File: config.mk
export PLATFORM = sky130hd
export DESIGN_NAME = desc_ring_walker
export DESIGN_NICKNAME = d
export VERILOG_FILES = /design/src/rtl/drw_pkg.sv /design/src/rtl/drw_mem_reader.sv /design/src/rtl/drw_byte_counter.sv /design/src/rtl/drw_ctrl.sv /design/src/rtl/desc_ring_walker.sv
export SDC_FILE = /design/constraint.sdc
export NUM_CORES = 1
export LEC_CHECK = 0
export BUFFER_PORTS_ARGS = -buffer_cell sky130_fd_sc_hd__buf_2
export CAP_MARGIN = 20
export CORE_ASPECT_RATIO = 2
export CORE_UTILIZATION = 55
export CTS_BUF_LIST = sky130_fd_sc_hd__clkbuf_8
export CTS_CLUSTER_SIZE = 24
export DETAILED_ROUTE_END_ITERATION = 6
export PLACE_DENSITY = 0.9
export SLEW_MARGIN = 10
export SYNTH_ARGS = -nofsm -noshare
export SYNTH_HDL_FRONTEND = slang
export SYNTH_SLANG_ARGS = --single-unit
File: constraint.sdc
create_clock -name clk -period 2.8 [get_ports clk]
set_input_delay 0.28 -clock clk [delete_from_list [all_inputs] [get_ports clk]]
set_output_delay 0.28 -clock clk [all_outputs]
set_load 0.02 [all_outputs]
File: src/rtl/drw_pkg.sv
package drw_pkg;
  localparam int WORD_W     = 32;
  localparam int WORD_BYTES = WORD_W / 8;
  localparam int DESC_WORDS = 3;

  typedef enum logic [2:0] {
    ST_IDLE,
    ST_FCNT,
    ST_FADDR,
    ST_FNEXT,
    ST_XFER,
    ST_LDONE
  } drw_state_e;
endpackage

File: src/rtl/drw_mem_reader.sv
module drw_mem_reader #(
  parameter int AW = 32
) (
  input  logic                      clk,
  input  logic                      rst_n,
  input  logic                      flush,
  input  logic                      fetch_en,
  input  logic [AW-1:0]             fetch_addr,
  output logic                      mem_req_valid,
  input  logic                      mem_req_ready,
  output logic [AW-1:0]             mem_req_addr,
  input  logic                      mem_rsp_valid,
  input  logic [drw_pkg::WORD_W-1:0] mem_rsp_data,
  input  logic                      mem_rsp_err,
  output logic                      word_valid,
  output logic [drw_pkg::WORD_W-1:0] word_data,
  output logic                      word_err
);
  logic pend_q;

  assign mem_req_valid = fetch_en && !pend_q;
  assign mem_req_addr  = fetch_addr;
  assign word_valid    = pend_q && mem_rsp_valid;
  assign word_data     = mem_rsp_data;
  assign word_err      = mem_rsp_err;

  always_ff @(posedge clk or negedge rst_n) begin
    if (!rst_n)                              pend_q <= 1'b0;
    else if (flush)                          pend_q <= 1'b0;
    else if (mem_req_valid && mem_req_ready) pend_q <= 1'b1;
    else if (word_valid)                     pend_q <= 1'b0;
  end

  // an unaccepted read request is held with its address
  p_req_hold_r3: assert property (@(posedge clk) disable iff (!rst_n || flush)
    mem_req_valid && !mem_req_ready |=> mem_req_valid && $stable(mem_req_addr));

  // a response is only consumed while the controller is fetching
  p_rsp_in_fetch_r3: assert property (@(posedge clk) disable iff (!rst_n)
    word_valid |-> fetch_en);
endmodule

File: src/rtl/drw_byte_counter.sv
module drw_byte_counter #(
  parameter int CNT_W  = 32,
  parameter int BEAT_W = 3
) (
  input  logic              clk,
  input  logic              rst_n,
  input  logic              cnt_clear,
  input  logic              beat_valid,
  input  logic [BEAT_W-1:0] beat_bytes,
  output logic [CNT_W-1:0]  dev_bytes
);
  logic [CNT_W-1:0] add_w;

  assign add_w = beat_valid ? CNT_W'(beat_bytes) : '0;

  always_ff @(posedge clk or negedge rst_n) begin
    if (!rst_n)         dev_bytes <= '0;
    else if (cnt_clear) dev_bytes <= add_w;
    else                dev_bytes <= dev_bytes + add_w;
  end

  // clearing keeps only the beat of the clearing cycle
  p_clear_r11: assert property (@(posedge clk) disable iff (!rst_n)
    cnt_clear |=> dev_bytes == ($past(beat_valid) ? CNT_W'($past(beat_bytes)) : '0));

  // with no beat and no clear the count holds
  p_hold_r11: assert property (@(posedge clk) disable iff (!rst_n)
    !cnt_clear && !beat_valid |=> $stable(dev_bytes));
endmodule

File: src/rtl/drw_ctrl.sv
module drw_ctrl
  import drw_pkg::*;
#(
  parameter int AW = 32,
  parameter int CW = 32
) (
  input  logic              clk,
  input  logic              rst_n,
  input  logic              start,
  input  logic              stop,
  input  logic              abort,
  input  logic [AW-1:0]     head_addr,
  output logic              fetch_en,
  output logic [AW-1:0]     fetch_addr,
  input  logic              word_valid,
  input  logic [WORD_W-1:0] word_data,
  input  logic              word_err,
  output logic              xfer_valid,
  input  logic              xfer_ready,
  output logic [AW-1:0]     xfer_addr,
  output logic [CW-1:0]     xfer_count,
  input  logic              xfer_done,
  output logic              link_done,
  output logic              busy,
  output logic              xfer_err
);
  drw_state_e    state_q;
  logic [AW-1:0] base_q, addr_q, next_q;
  logic [CW-1:0] cnt_q;
  logic          cmd_sent_q, stop_pend_q, err_q;
  logic [1:0]    widx;
  logic          in_fetch;

  always_comb begin
    in_fetch = 1'b1;
    widx     = 2'd0;
    unique case (state_q)
      ST_FCNT:  widx = 2'd0;
      ST_FADDR: widx = 2'd1;
      ST_FNEXT: widx = 2'd2;
      default:  in_fetch = 1'b0;
    endcase
  end

  assign fetch_en   = in_fetch;
  assign fetch_addr = base_q + AW'(widx) * AW'(WORD_BYTES);
  assign xfer_valid = (state_q == ST_XFER) && !cmd_sent_q;
  assign xfer_addr  = addr_q;
  assign xfer_count = cnt_q;
  assign link_done  = (state_q == ST_LDONE);
  assign busy       = (state_q != ST_IDLE);
  assign xfer_err   = err_q;

  always_ff @(posedge clk or negedge rst_n) begin
    if (!rst_n) begin
      state_q     <= ST_IDLE;
      base_q      <= '0;
      addr_q      <= '0;
      next_q      <= '0;
      cnt_q       <= '0;
      cmd_sent_q  <= 1'b0;
      stop_pend_q <= 1'b0;
      err_q       <= 1'b0;
    end else if (abort) begin
      state_q     <= ST_IDLE;
      cmd_sent_q  <= 1'b0;
      stop_pend_q <= 1'b0;
    end else if (in_fetch && word_valid && word_err) begin
      state_q     <= ST_IDLE;
      err_q       <= 1'b1;
      stop_pend_q <= 1'b0;
    end else begin
      if (stop && state_q != ST_IDLE) stop_pend_q <= 1'b1;
      unique case (state_q)
        ST_IDLE: if (start) begin
          state_q     <= ST_FCNT;
          base_q      <= head_addr;
          err_q       <= 1'b0;
          stop_pend_q <= 1'b0;
        end
        ST_FCNT: if (word_valid) begin
          cnt_q   <= word_data[CW-1:0];
          state_q <= ST_FADDR;
        end
        ST_FADDR: if (word_valid) begin
          addr_q  <= word_data[AW-1:0];
          state_q <= ST_FNEXT;
        end
        ST_FNEXT: if (word_valid) begin
          next_q  <= word_data[AW-1:0];
          state_q <= (cnt_q == '0) ? ST_LDONE : ST_XFER;
        end
        ST_XFER: begin
          if (!cmd_sent_q) begin
            if (xfer_ready) cmd_sent_q <= 1'b1;
          end else if (xfer_done) begin
            cmd_sent_q <= 1'b0;
            state_q    <= ST_LDONE;
          end
        end
        ST_LDONE: begin
          if (stop_pend_q || stop) begin
            state_q     <= ST_IDLE;
            stop_pend_q <= 1'b0;
          end else begin
            base_q  <= next_q;
            state_q <= ST_FCNT;
          end
        end
        default: state_q <= ST_IDLE;
      endcase
    end
  end

  // nothing is requested while idle
  p_idle_quiet_r1: assert property (@(posedge clk) disable iff (!rst_n)
    !busy |-> !fetch_en && !xfer_valid && !link_done);

  // a pending command keeps its address and count
  p_cmd_hold_r4: assert property (@(posedge clk) disable iff (!rst_n || abort)
    xfer_valid && !xfer_ready |=> xfer_valid && $stable(xfer_addr) && $stable(xfer_count));

  // link-complete lasts a single cycle
  p_link_pulse_r5: assert property (@(posedge clk) disable iff (!rst_n)
    link_done |=> !link_done);

  // an empty descriptor never reaches the sequencer
  p_zero_skip_r7: assert property (@(posedge clk) disable iff (!rst_n)
    xfer_valid |-> xfer_count != '0);

  // stop seen at the link boundary ends the walk
  p_stop_r8: assert property (@(posedge clk) disable iff (!rst_n || abort)
    link_done && stop |=> !busy);

  // abort idles the walker on the next cycle
  p_abort_r9: assert property (@(posedge clk) disable iff (!rst_n)
    abort |=> !busy && !link_done);

  // a newly raised error leaves the walker idle
  p_err_halt_r10: assert property (@(posedge clk) disable iff (!rst_n)
    $rose(xfer_err) |-> !busy);
endmodule

File: src/rtl/desc_ring_walker.sv
module desc_ring_walker
  import drw_pkg::*;
#(
  parameter int AW     = 32,
  parameter int CW     = 32,
  parameter int BEAT_W = 3,
  parameter int CNT_W  = 32
) (
  input  logic              clk,
  input  logic              rst_n,
  input  logic              start,
  input  logic              stop,
  input  logic              abort,
  input  logic [AW-1:0]     head_addr,
  output logic              mem_req_valid,
  input  logic              mem_req_ready,
  output logic [AW-1:0]     mem_req_addr,
  input  logic              mem_rsp_valid,
  input  logic [WORD_W-1:0] mem_rsp_data,
  input  logic              mem_rsp_err,
  output logic              xfer_valid,
  input  logic              xfer_ready,
  output logic [AW-1:0]     xfer_addr,
  output logic [CW-1:0]     xfer_count,
  input  logic              beat_valid,
  input  logic [BEAT_W-1:0] beat_bytes,
  input  logic              xfer_done,
  output logic              link_done,
  output logic              busy,
  output logic              xfer_err,
  input  logic              cnt_clear,
  output logic [CNT_W-1:0]  dev_bytes
);
  logic              fetch_en;
  logic [AW-1:0]     fetch_addr;
  logic              word_valid;
  logic [WORD_W-1:0] word_data;
  logic              word_err;

  drw_ctrl #(.AW(AW), .CW(CW)) u_ctrl (
    .clk        (clk),
    .rst_n      (rst_n),
    .start      (start),
    .stop       (stop),
    .abort      (abort),
    .head_addr  (head_addr),
    .fetch_en   (fetch_en),
    .fetch_addr (fetch_addr),
    .word_valid (word_valid),
    .word_data  (word_data),
    .word_err   (word_err),
    .xfer_valid (xfer_valid),
    .xfer_ready (xfer_ready),
    .xfer_addr  (xfer_addr),
    .xfer_count (xfer_count),
    .xfer_done  (xfer_done),
    .link_done  (link_done),
    .busy       (busy),
    .xfer_err   (xfer_err)
  );

  drw_mem_reader #(.AW(AW)) u_reader (
    .clk           (clk),
    .rst_n         (rst_n),
    .flush         (abort),
    .fetch_en      (fetch_en),
    .fetch_addr    (fetch_addr),
    .mem_req_valid (mem_req_valid),
    .mem_req_ready (mem_req_ready),
    .mem_req_addr  (mem_req_addr),
    .mem_rsp_valid (mem_rsp_valid),
    .mem_rsp_data  (mem_rsp_data),
    .mem_rsp_err   (mem_rsp_err),
    .word_valid    (word_valid),
    .word_data     (word_data),
    .word_err      (word_err)
  );

  drw_byte_counter #(.CNT_W(CNT_W), .BEAT_W(BEAT_W)) u_count (
    .clk        (clk),
    .rst_n      (rst_n),
    .cnt_clear  (cnt_clear),
    .beat_valid (beat_valid),
    .beat_bytes (beat_bytes),
    .dev_bytes  (dev_bytes)
  );

  // a start while idle makes the walker busy on the next cycle
  p_start_r2: assert property (@(posedge clk) disable iff (!rst_n || abort)
    !busy && start |=> busy);

  // a start while busy does not reset the fetch address
  p_start_ignored_r12: assert property (@(posedge clk) disable iff (!rst_n || abort)
    busy && start && mem_req_valid && !mem_req_ready |=> $stable(mem_req_addr));
endmodule

==> reports/metrics.yaml, run 1 <==
multi_input_area_mm2: 0.003884
grt_first_pass_wirelength_mm: 33.91
regArea_mm2: 0.004180
irDropWorstVdd_v: 0.0005805
ys_types: 49
clk_pin_slew_ns: 0.09
drive_above_1_share: 0.5100
synth_seq_cells: 167
layout_common_cells: "191 x buf_2, 166 x dfrtp_1, 146 x mux2_2, 48 x buf_4"
slew_viol_final: 0
grt_max_degree: 63
grtUsageTotal: 0.2966
synth_edf_count: 0
routed_wl_mm: 21.58
leakage_nw: 5.191
hold_viol: 0
fill_cells: 950
drt_first_pass_iters: 5
cts_buffers: 17
syn-num-nets: 743
place_congestion: 0.9144
critPathKind: "reg2out"
rows: 62
synth-async-reset-ratio: 1.000
arrival_ns: 2.82
post-route-period-util: 1.107
max-cap-violations: 0
nets: 973
dp_hpwl_mm: 15.83
antenna_found_initial: 2
clock-sinks: 167
clk_latency_ns: 0.46
core_mm2: 0.01435
status: "finished, violations left"
drc_errors: 0
reg2reg_slack_ns: 0.11
vias: 6409
cp.required_ns: 2.52
ant_nets: 0
cellPowerDensity_mw_per_mm2: 632.9
clock_path_buffers: 2
setup_slack_ns: -0.3006
synth_area_mm2: 0.008038
timing.hold.ws_ns: 0.07662
drt-initial-drc-count: 284
finalPower_w: 0.006445
initial_core_util: 0.5601
crit_path_start_kind: "register"
fin_crit_ns: 3.101
path_max_fanout: 7
wl_per_cell_um: 19.73
fin_worst_skew_ns: 0.01567
die_width_um: 87.48
synth_ff_type: "dfrtp_1"
hold_class: "in2reg"
first_global_vias: 6648
overflow: 0
rsz0062_at_grt: "true"
yosys_warnings: 0
endpoint_kind: "primary output"
netlist_instances: 657
max_slew.worst_pin.slew_ns: 0.6719
syn_area_per_cell_um2: 12.23
tns_ns: -2.050
violations: "negative setup slack"
port_buffers: 211
final_core_util: 0.7096
via_per_inst: 5.858
synthToLayoutAreaGrowth_pct: 26.70
h-tree-depth: 4
max_clock_freq_mhz: 322.5
yosysSeqAreaShare: 0.5199
cts_root_buf: "clkbuf_8"
relSlewSlack: 0.5509
dieHeight_um: 173.0
ioPinCount: 212
final_common_cell: "buf_2"
die-area_mm2: 0.01513
setup_viol_count_final: 10
cts_tree: "built"
-- where the power goes --
part           total [W]  switching (W)  internal [W]  leakage (nW)
registers        0.00299       0.000291       0.00270          2.24
clock network    0.00182       0.000909      0.000911         0.207
logic            0.00164       0.000953      0.000684          2.75
-- sequential cells by signal, indices dropped and copies added (netlist names) --
register,flops
u_ctrl.state_q,3
u_ctrl.xfer_err,1
u_reader.pend_q,1
u_ctrl.base_q,32
u_count.dev_bytes,32
u_ctrl.stop_pend_q,1
u_ctrl.next_q,32
u_ctrl.cmd_sent_q,1
u_ctrl.xfer_addr,32
u_ctrl.xfer_count,32
-- critical path, cell delays in order (launching register included) --
cell	delay, ns
dfrtp_1	0.39
nand2b_4	0.17
nor2_4	0.10
ha_4	0.14
fa_2	0.21
nand3_2	0.07
or4_4	0.55
buf_12	0.17
nor3b_4	0.18
xor2_1	0.21
buf_4	0.17
-- cell usage after synthesis (10+ instances only) --
| cell | count | share of area |
|---|---|---|
| dfrtp_1 | 167 | 0.52 |
| mux2_2 | 146 | 0.20 |
| nor2_1 | 30 | 0.014 |
| a21oi_1 | 25 | 0.016 |
| xor2_1 | 25 | 0.027 |
| nand2_1 | 23 | 0.011 |
| nand3_1 | 19 | 0.012 |
| or4_1 | 15 | 0.014 |
| clkbuf_1 | 14 | 0.0065 |
| inv_1 | 14 | 0.0065 |
| xnor2_1 | 14 | 0.015 |
| buf_2 | 13 | 0.0081 |
| nor4_1 | 13 | 0.010 |
| o31ai_1 | 13 | 0.012 |
| nand4_1 | 11 | 0.0086 |
| nor3_1 | 11 | 0.0068 |
| o21ai_0 | 11 | 0.0068 |
| mux2i_1 | 10 | 0.012 |
-- per-layer routing --
layer | part of all wire | vias up | track usage
met5 | 0.00060 | - | 0
met2 | 0.55 | 266 | 0.5433
met3 | 0.054 | 80 | 0.06921
met1 | 0.34 | 3209 | 0.3018
li1 | - | 2852 | -
met4 | 0.048 | 2 | 0.1510
-- worst paths after layout --
kind,from,end,cells after the start
max reg2reg,u_ctrl.state_q[2],u_ctrl.base_q[8],8
max in group asynchronous,rst_n,u_ctrl.state_q[0],3
max,u_ctrl.state_q[2],mem_req_addr[22],10
min reg2reg,u_ctrl.xfer_addr[15],u_ctrl.xfer_addr[15],1
min,abort,u_ctrl.state_q[2],2
min in group asynchronous,rst_n,u_count.dev_bytes[7],2
-- stage by stage --
| stage | worst slack, ns | instance area (um^2) | std cells |
|---|---|---|---|
| floorplan | 0.01574 | 8059 | 657 |
| global placement | 0.06867 | 9410 | 1051 |
| detailed placement | -0.02810 | 9410 | 1051 |
| CTS | -0.2876 | 10060 | 1090 |
| global route | -0.3824 | 10180 | 1093 |
| finish | -0.3006 | 10180 | 1094 |
-- cell families (layout without fill, tap and decap cells) --
group,Yosys count,count (layout),synth area share
xor gates and xnor gates,39,39,0.04250
DFF,167,167,0.5199
adders and majority gates,7,7,0.01276
and+or+nand+nor,165,165,0.1174
buffers and inverters,48,291,0.02724
other,0,2,0
AOI/OAI and AO/OA,68,68,0.05339
muxes,163,163,0.2268
-- area by class of cell --
cell class | count | share of cell area
sequential | 167 | 0.4105
multi-input combinational | 442 | 0.3814
timing repair buffer | 245 | 0.1375
clock buffer | 18 | 0.02433
tap | 192 | 0.02359
clock inverter | 14 | 0.01708
inverter | 14 | 0.005160
antenna | 2 | 0.0004915
-- timing repair --
action | CTS | global route
gates resized for setup | 42 | 20
pin swaps | 16 | 18
endpoints found under the setup margin | 16 | 21
hold endpoints to repair | 44 | 0
hold buffers | 1 | 0
buffers inserted | 6 | 3
Note: power is estimated with default switching activity, not from simulation.
==> run 2, diff against run 1 <==
--- a/config.mk
+++ b/config.mk
@@ -12,7 +12,9 @@
 export CTS_BUF_LIST = sky130_fd_sc_hd__clkbuf_8
 export CTS_CLUSTER_SIZE = 24
 export DETAILED_ROUTE_END_ITERATION = 6
-export PLACE_DENSITY = 0.9
+export GPL_ROUTABILITY_DRIVEN = 0
+export GPL_TIMING_DRIVEN = 0
+export PLACE_DENSITY = 0.93
 export SLEW_MARGIN = 10
 export SYNTH_ARGS = -nofsm -noshare
 export SYNTH_HDL_FRONTEND = slang
==> run 2 against run 1 <==
  * The flow still finishes with violations (negative setup slack)
  * Utilization grew 1.6 points
  * Wire length up 15%
  * Hold slack worse by 0.014 ns
  * Worst setup slack worse by 0.15 ns
  * Design area rose by 2.3%
  * Sequential power barely moved
  * Total power increased by 0.48%
  * First-iteration DRC count increased by 71%
  * Die area is the same
  * Maximum frequency decreased by 4.5%
  * Flip-flop and latch count unchanged
==> reports/metrics.yaml, run 2 (synthesis results as in run 1) <==
max_slew.worst_pin.slew_ns: 0.7368  # was 0.6719 ns
fin_worst_skew_ns: 0.02688  # was 0.01567 ns
fill_cells: 931  # was 950
die-area_mm2: 0.01513  # unchanged
setup_slack_ns: -0.4458  # was -0.3006 ns
path_max_fanout: 8  # was 7
placed_area_mm2: 0.009388  # was 0.009410 mm^2
final_common_cell: "buf_2"  # unchanged
hold_class: "in2reg"  # unchanged
core_mm2: 0.01435  # unchanged
clk_pin_slew_ns: 0.11  # was 0.09 ns
port_buffers: 210  # was 211
via_per_inst: 5.941  # was 5.858
use_met2: 0.5726  # was 0.5433
leakage_nw: 5.279  # was 5.191 nW
grt_util_met3: 0.06969  # was 0.06921
violations: "negative setup slack"  # unchanged
grtUsageTotal: 0.3162  # was 0.2966
rows: 62  # unchanged
ioPinCount: 212  # unchanged
slew_viol_final: 0  # unchanged
drive_above_1_share: 0.5194  # was 0.5100
wl_per_cell_um: 22.16  # was 19.73 um
drt-initial-drc-count: 485  # was 284
setup_viol_count_final: 19  # was 10
crit_path_start_kind: "register"  # unchanged
clock_path_buffers: 2  # unchanged
routed_wl_mm: 24.87  # was 21.58 mm
grt_busiest_layer: "met2"  # unchanged
nets: 999  # was 973
hold_viol: 0  # unchanged
first_global_vias: 6996  # was 6648
irDropWorstVdd_v: 0.0003330  # was 0.0005805 V
rsz0062_at_grt: "true"  # unchanged
arrival_ns: 2.97  # was 2.82 ns
grt_max_degree: 94  # was 63
fin_crit_ns: 3.246  # was 3.101 ns
overflow: 0  # unchanged
status: "finished, violations left"  # unchanged
antenna_found_initial: 4  # was 2
final_cell_area_mm2: 0.01042  # was 0.01018 mm^2
r2r_cells: 7  # was 8
multi_input_area_mm2: 0.003980  # was 0.003884 mm^2
grt_first_pass_wirelength_mm: 35.93  # was 33.91 mm
cts_root_buf: "clkbuf_8"  # unchanged
max_clock_freq_mhz: 308.1  # was 322.5 MHz
post-route-period-util: 1.159  # was 1.107
dieHeight_um: 173.0  # unchanged
drt_first_pass_iters: 5  # unchanged
finalPower_w: 0.006476  # was 0.006445 W
die_width_um: 87.48  # unchanged
layout_common_cells: "197 x buf_2, 167 x dfrtp_1, 146 x mux2_2, 43 x buf_4, 25 x a21oi_1"  # was 191 x buf_2, 166 x dfrtp_1, 146 x mux2_2, 48 x buf_4
h-tree-depth: 4  # unchanged
endpoint_kind: "primary output"  # unchanged
dp_hpwl_mm: 16.21  # was 15.83 mm
synthToLayoutAreaGrowth_pct: 29.58  # was 26.70%
cts_tree: "built"  # unchanged
cellPowerDensity_mw_per_mm2: 621.8  # was 632.9 mW/mm^2
clock-sinks: 167  # unchanged
drc_errors: 0  # unchanged
cts_buffers: 17  # unchanged
vias: 6666  # was 6409
cp.required_ns: 2.52  # about the same
clk_latency_ns: 0.47  # was 0.46 ns
initial_core_util: 0.5601  # unchanged
met1_usage: 0.3058  # was 0.3018
holdPathStages: 3  # was 2
regArea_mm2: 0.004179  # was 0.004180 mm^2
ant_nets: 0  # unchanged
critPathKind: "reg2out"  # unchanged
relSlewSlack: 0.5047  # was 0.5509
max-cap-violations: 0  # unchanged
-- run 2: changes by cell type in the layout (fill, tap and decap cells not counted), sizes merged --
cell,before,now
diode,2,4
clkbuf,18,31
inv,17,19
buf,244,257
clkinvlp,3,4
bufinv,3,1
clkinv,5,4
-- run 2: what timing repair did --
| action | CTS | global route |
|---|---|---|
| hold endpoints to repair | 74 | 0 |
| hold buffers | 1 | 0 |
| endpoints found under the setup margin | 21 | 76 |
| gates resized for setup | 67 | 35 |
| pin swaps | 21 | 17 |
| buffers inserted | 18 | 9 |
-- run 2: per-layer routing --
metal,vias up,part of all wire
met1,3363,0.33
met2,302,0.55
met4,0,0.058
met5,-,0
met3,98,0.058
li1,2903,-
-- run 2: worst paths after layout --
path                                 startpoint                    end  slack (ns)
max in group asynchronous                 rst_n  u_ctrl.xfer_count[13]        1.54
min reg2reg                u_ctrl.xfer_addr[25]   u_ctrl.xfer_addr[25]        0.51
min in group asynchronous                 rst_n      u_ctrl.next_q[25]        0.38
min                               mem_req_ready        u_reader.pend_q        0.06
max                           u_ctrl.state_q[0]       mem_req_addr[28]       -0.45
max reg2reg                   u_ctrl.state_q[2]       u_ctrl.base_q[2]        0.09
-- run 2: layout make-up --
cell class              count  share of cell area
inverters                  14            0.005406
clock buffers              18             0.02379
plain buffers              33             0.01742
repair buffers            238              0.1338
flip-flops and latches    167              0.4012
multi-input cells         442              0.3821
diodes                      4           0.0009611
clock inverters            14             0.01213
well taps                 192             0.02307
-- run 2: worst max-delay path: stages (launching register included) --
cell     delay (ns)
dfrtp_1        0.43
buf_6          0.15
nor2_4         0.11
ha_4           0.15
fa_2           0.28
nand3_4        0.08
or4_4          0.56
nor3_4         0.28
xor2_2         0.24
buf_4          0.18
-- run 2: power breakdown --
group | total [W] | switching, W | internal, W
clock | 0.00169 | 0.000952 | 0.000734
combinational | 0.00178 | 0.00104 | 0.000742
sequential | 0.00301 | 0.000314 | 0.00270
-- run 2: stage by stage --
step           instances  utilization  setup WS (ns)  hold slack, ns  setup TNS (ns)
3_3_place_gp        1059       0.6515         -1.090          0.4830         -181.20
6_report            1122       0.7257        -0.4458         0.06285          -5.576
5_1_grt             1122       0.7257        -0.4671         0.06412          -6.647
3_5_place_dp        1060       0.6541        -0.4298          0.2948          -3.065
4_1_cts             1111       0.7105        -0.3523         0.04036          -7.466
2_1_floorplan        657            -        0.01574        -0.01559               0
==> run 3, diff against run 2 <==
--- a/config.mk
+++ b/config.mk
@@ -14,7 +14,7 @@
 export DETAILED_ROUTE_END_ITERATION = 6
 export GPL_ROUTABILITY_DRIVEN = 0
 export GPL_TIMING_DRIVEN = 0
-export PLACE_DENSITY = 0.93
+export PLACE_DENSITY_LB_ADDON = 0.1
 export SLEW_MARGIN = 10
 export SYNTH_ARGS = -nofsm -noshare
 export SYNTH_HDL_FRONTEND = slang
==> run 3 against run 2 <==
  * The flow still finishes with violations (negative setup slack)
  * First-iteration DRC count shrank 47%
  * Clock skew shrank 0.012 ns
  * Wire length shrank 9.2%
  * Clock power shrank 4%
  * Design area shrank 0.14%
  * Clock-buffer cell count shrank 1
  * Flip-flop and latch count is the same
  * Critical path type unchanged
  * Critical endpoint is now mem_req_addr[24]
  * Largest cell class unchanged
  * Highest routed layer unchanged
==> reports/metrics.yaml, run 3 (synthesis results as in run 1) <==
status: "finished, violations left"  # unchanged
violations: "negative setup slack"  # unchanged
grt_first_pass_wirelength_mm: 34.57  # was 35.93 mm
hold_viol: 0  # unchanged
routed_wl_mm: 22.57  # was 24.87 mm
r2r_cells: 8  # was 7
rows: 62  # unchanged
cp.required_ns: 2.52  # about the same
hold_class: "in2reg"  # unchanged
antenna_found_initial: 2  # was 4
stdcell_count: 1121  # was 1122
fin_worst_skew_ns: 0.01533  # was 0.02688 ns
relSlewSlack: 0.5303  # was 0.5047
wl_per_cell_um: 20.13  # was 22.16 um
drt_first_pass_iters: 5  # unchanged
reg2reg_slack_ns: 0.06  # was 0.09 ns
vias: 6468  # was 6666
min-delay-start: "mem_rsp_data[11]"  # was mem_req_ready
dieHeight_um: 173.0  # unchanged
cellPowerDensity_mw_per_mm2: 608.1  # was 621.8 mW/mm^2
via_per_inst: 5.770  # was 5.941
initial_core_util: 0.5601  # unchanged
port_buffers: 210  # unchanged
reg2reg_from: "u_ctrl.state_q[2]"  # unchanged
clock_path_buffers: 2  # unchanged
max_clock_freq_mhz: 310.5  # was 308.1 MHz
regArea_mm2: 0.004179  # unchanged
final_cell_area_mm2: 0.01040  # was 0.01042 mm^2
rsz0062_at_grt: "true"  # unchanged
drt-initial-drc-count: 255  # was 485
ant_nets: 0  # unchanged
path_max_fanout: 5  # was 8
clk_pin_slew_ns: 0.10  # was 0.11 ns
drive_above_1_share: 0.5167  # was 0.5194
core_mm2: 0.01435  # unchanged
layout_common_cells: "200 x buf_2, 167 x dfrtp_1, 146 x mux2_2, 39 x buf_4, 25 x a21oi_1"  # was 197 x buf_2, 167 x dfrtp_1, 146 x mux2_2, 43 x buf_4, 25 x a21oi_1
leakage_nw: 5.276  # was 5.279 nW
critPathKind: "reg2out"  # unchanged
die_width_um: 87.48  # unchanged
clock-sinks: 167  # unchanged
post-route-period-util: 1.150  # was 1.159
dp_hpwl_mm: 16.03  # was 16.21 mm
irDropWorstVdd_v: 0.0004878  # was 0.0003330 V
grt_max_degree: 94  # unchanged
first_global_vias: 6827  # was 6996
crit_path_start_kind: "register"  # unchanged
setup_viol_count_final: 16  # was 19
endpoint_kind: "primary output"  # unchanged
ioPinCount: 212  # unchanged
overflow: 0  # unchanged
drc_errors: 0  # unchanged
dp.cells: 1060  # unchanged
placed_area_mm2: 0.009388  # unchanged
max_slew.worst_pin.slew_ns: 0.7045  # was 0.7368 ns
clk_latency_ns: 0.46  # was 0.47 ns
min_to: "u_ctrl.xfer_addr[11]"  # was u_reader.pend_q
cts_buffers: 17  # unchanged
r2r_end: "u_ctrl.base_q[22]"  # was u_ctrl.base_q[2]
place_ws_ns: -0.2740  # was -0.4298 ns
die-area_mm2: 0.01513  # unchanged
fill_cells: 1052  # was 931
multi_input_area_mm2: 0.003956  # was 0.003980 mm^2
fin_crit_ns: 3.220  # was 3.246 ns
arrival_ns: 2.94  # was 2.97 ns
grtUsageTotal: 0.3036  # was 0.3162
setup_slack_ns: -0.4202  # was -0.4458 ns
nets: 1000  # was 999
slew_viol_final: 0  # unchanged
holdPathStages: 2  # was 3
final_common_cell: "buf_2"  # unchanged
cts_root_buf: "clkbuf_8"  # unchanged
final_core_util: 0.7247  # was 0.7257
max-cap-violations: 0  # unchanged
cts_tree: "built"  # unchanged
synthToLayoutAreaGrowth_pct: 29.39  # was 29.58%
h-tree-depth: 4  # unchanged
run 3: changes by cell type in the layout (fill, tap and decap cells not counted), sizes merged:
cell	before	now
diode	4	2
clkinvlp	4	5
run 3: repair_timing:
item	4_1_cts	5_1_grt
pin swaps	23	18
gates resized for setup	64	35
cloned	2	0
buffers inserted	14	14
setup endpoints to repair	20	85
hold endpoints to repair	92	0
hold buffers	1	0
run 3: metrics by stage:
stage          total power (W)  TNS (ns)  hold slack [ns]
3_3_place_gp          0.004465   -160.54           0.4851
3_5_place_dp          0.004538    -1.633           0.3510
5_1_grt               0.006599    -6.698          0.06359
2_1_floorplan         0.003900         0         -0.01559
6_report              0.006324    -3.884          0.07436
4_1_cts               0.006261    -5.100          0.05198
run 3: area by class of cell:
type	count	share of cell area
multi-input combinational	442	0.3804
clock inverter	15	0.01251
clock buffer	17	0.02250
sequential	167	0.4018
buffer	34	0.02009
timing repair buffer	238	0.1337
antenna	2	0.0004812
inverter	14	0.005414
tap	192	0.02310
run 3: worst max path at each step:
stage | start | end | slack (ns) | depth (start not counted)
global placement | rst_n | u_ctrl.xfer_addr[7] | -0.98 | 1
floorplan | u_ctrl.state_q[2] | mem_req_addr[26] | 0.02 | 9
CTS | u_ctrl.state_q[2] | mem_req_addr[22] | -0.42 | 10
detailed placement | u_ctrl.state_q[0] | mem_req_addr[26] | -0.27 | 10
finish | u_ctrl.state_q[2] | mem_req_addr[24] | -0.42 | 10
global route | u_ctrl.state_q[0] | mem_req_addr[24] | -0.49 | 10
run 3: power breakdown:
| group | switching [W] | internal (W) |
|---|---|---|
| clock network | 0.000923 | 0.000705 |
| registers | 0.000290 | 0.00270 |
| logic | 0.000981 | 0.000728 |
| total | 0.00219 | 0.00413 |
run 3: worst max-delay path, stage by stage (launching register included):
cell and delay, ns:
dfrtp_1 0.42, nand2b_4 0.19, buf_6 0.13, nor2_4 0.13
fa_2 0.26, nand3_4 0.08, or4_4 0.47, clkbuf_16 0.19
nor4_4 0.16, xor2_1 0.26, buf_4 0.19
run 3: routing by layer:
metal,GRT usage,part of all wire,up-vias
met5,0,0,-
met4,0.1769,0.051,0
met3,0.06683,0.051,73
met2,0.5537,0.56,240
met1,0.3035,0.34,3245
li1,-,-,2910
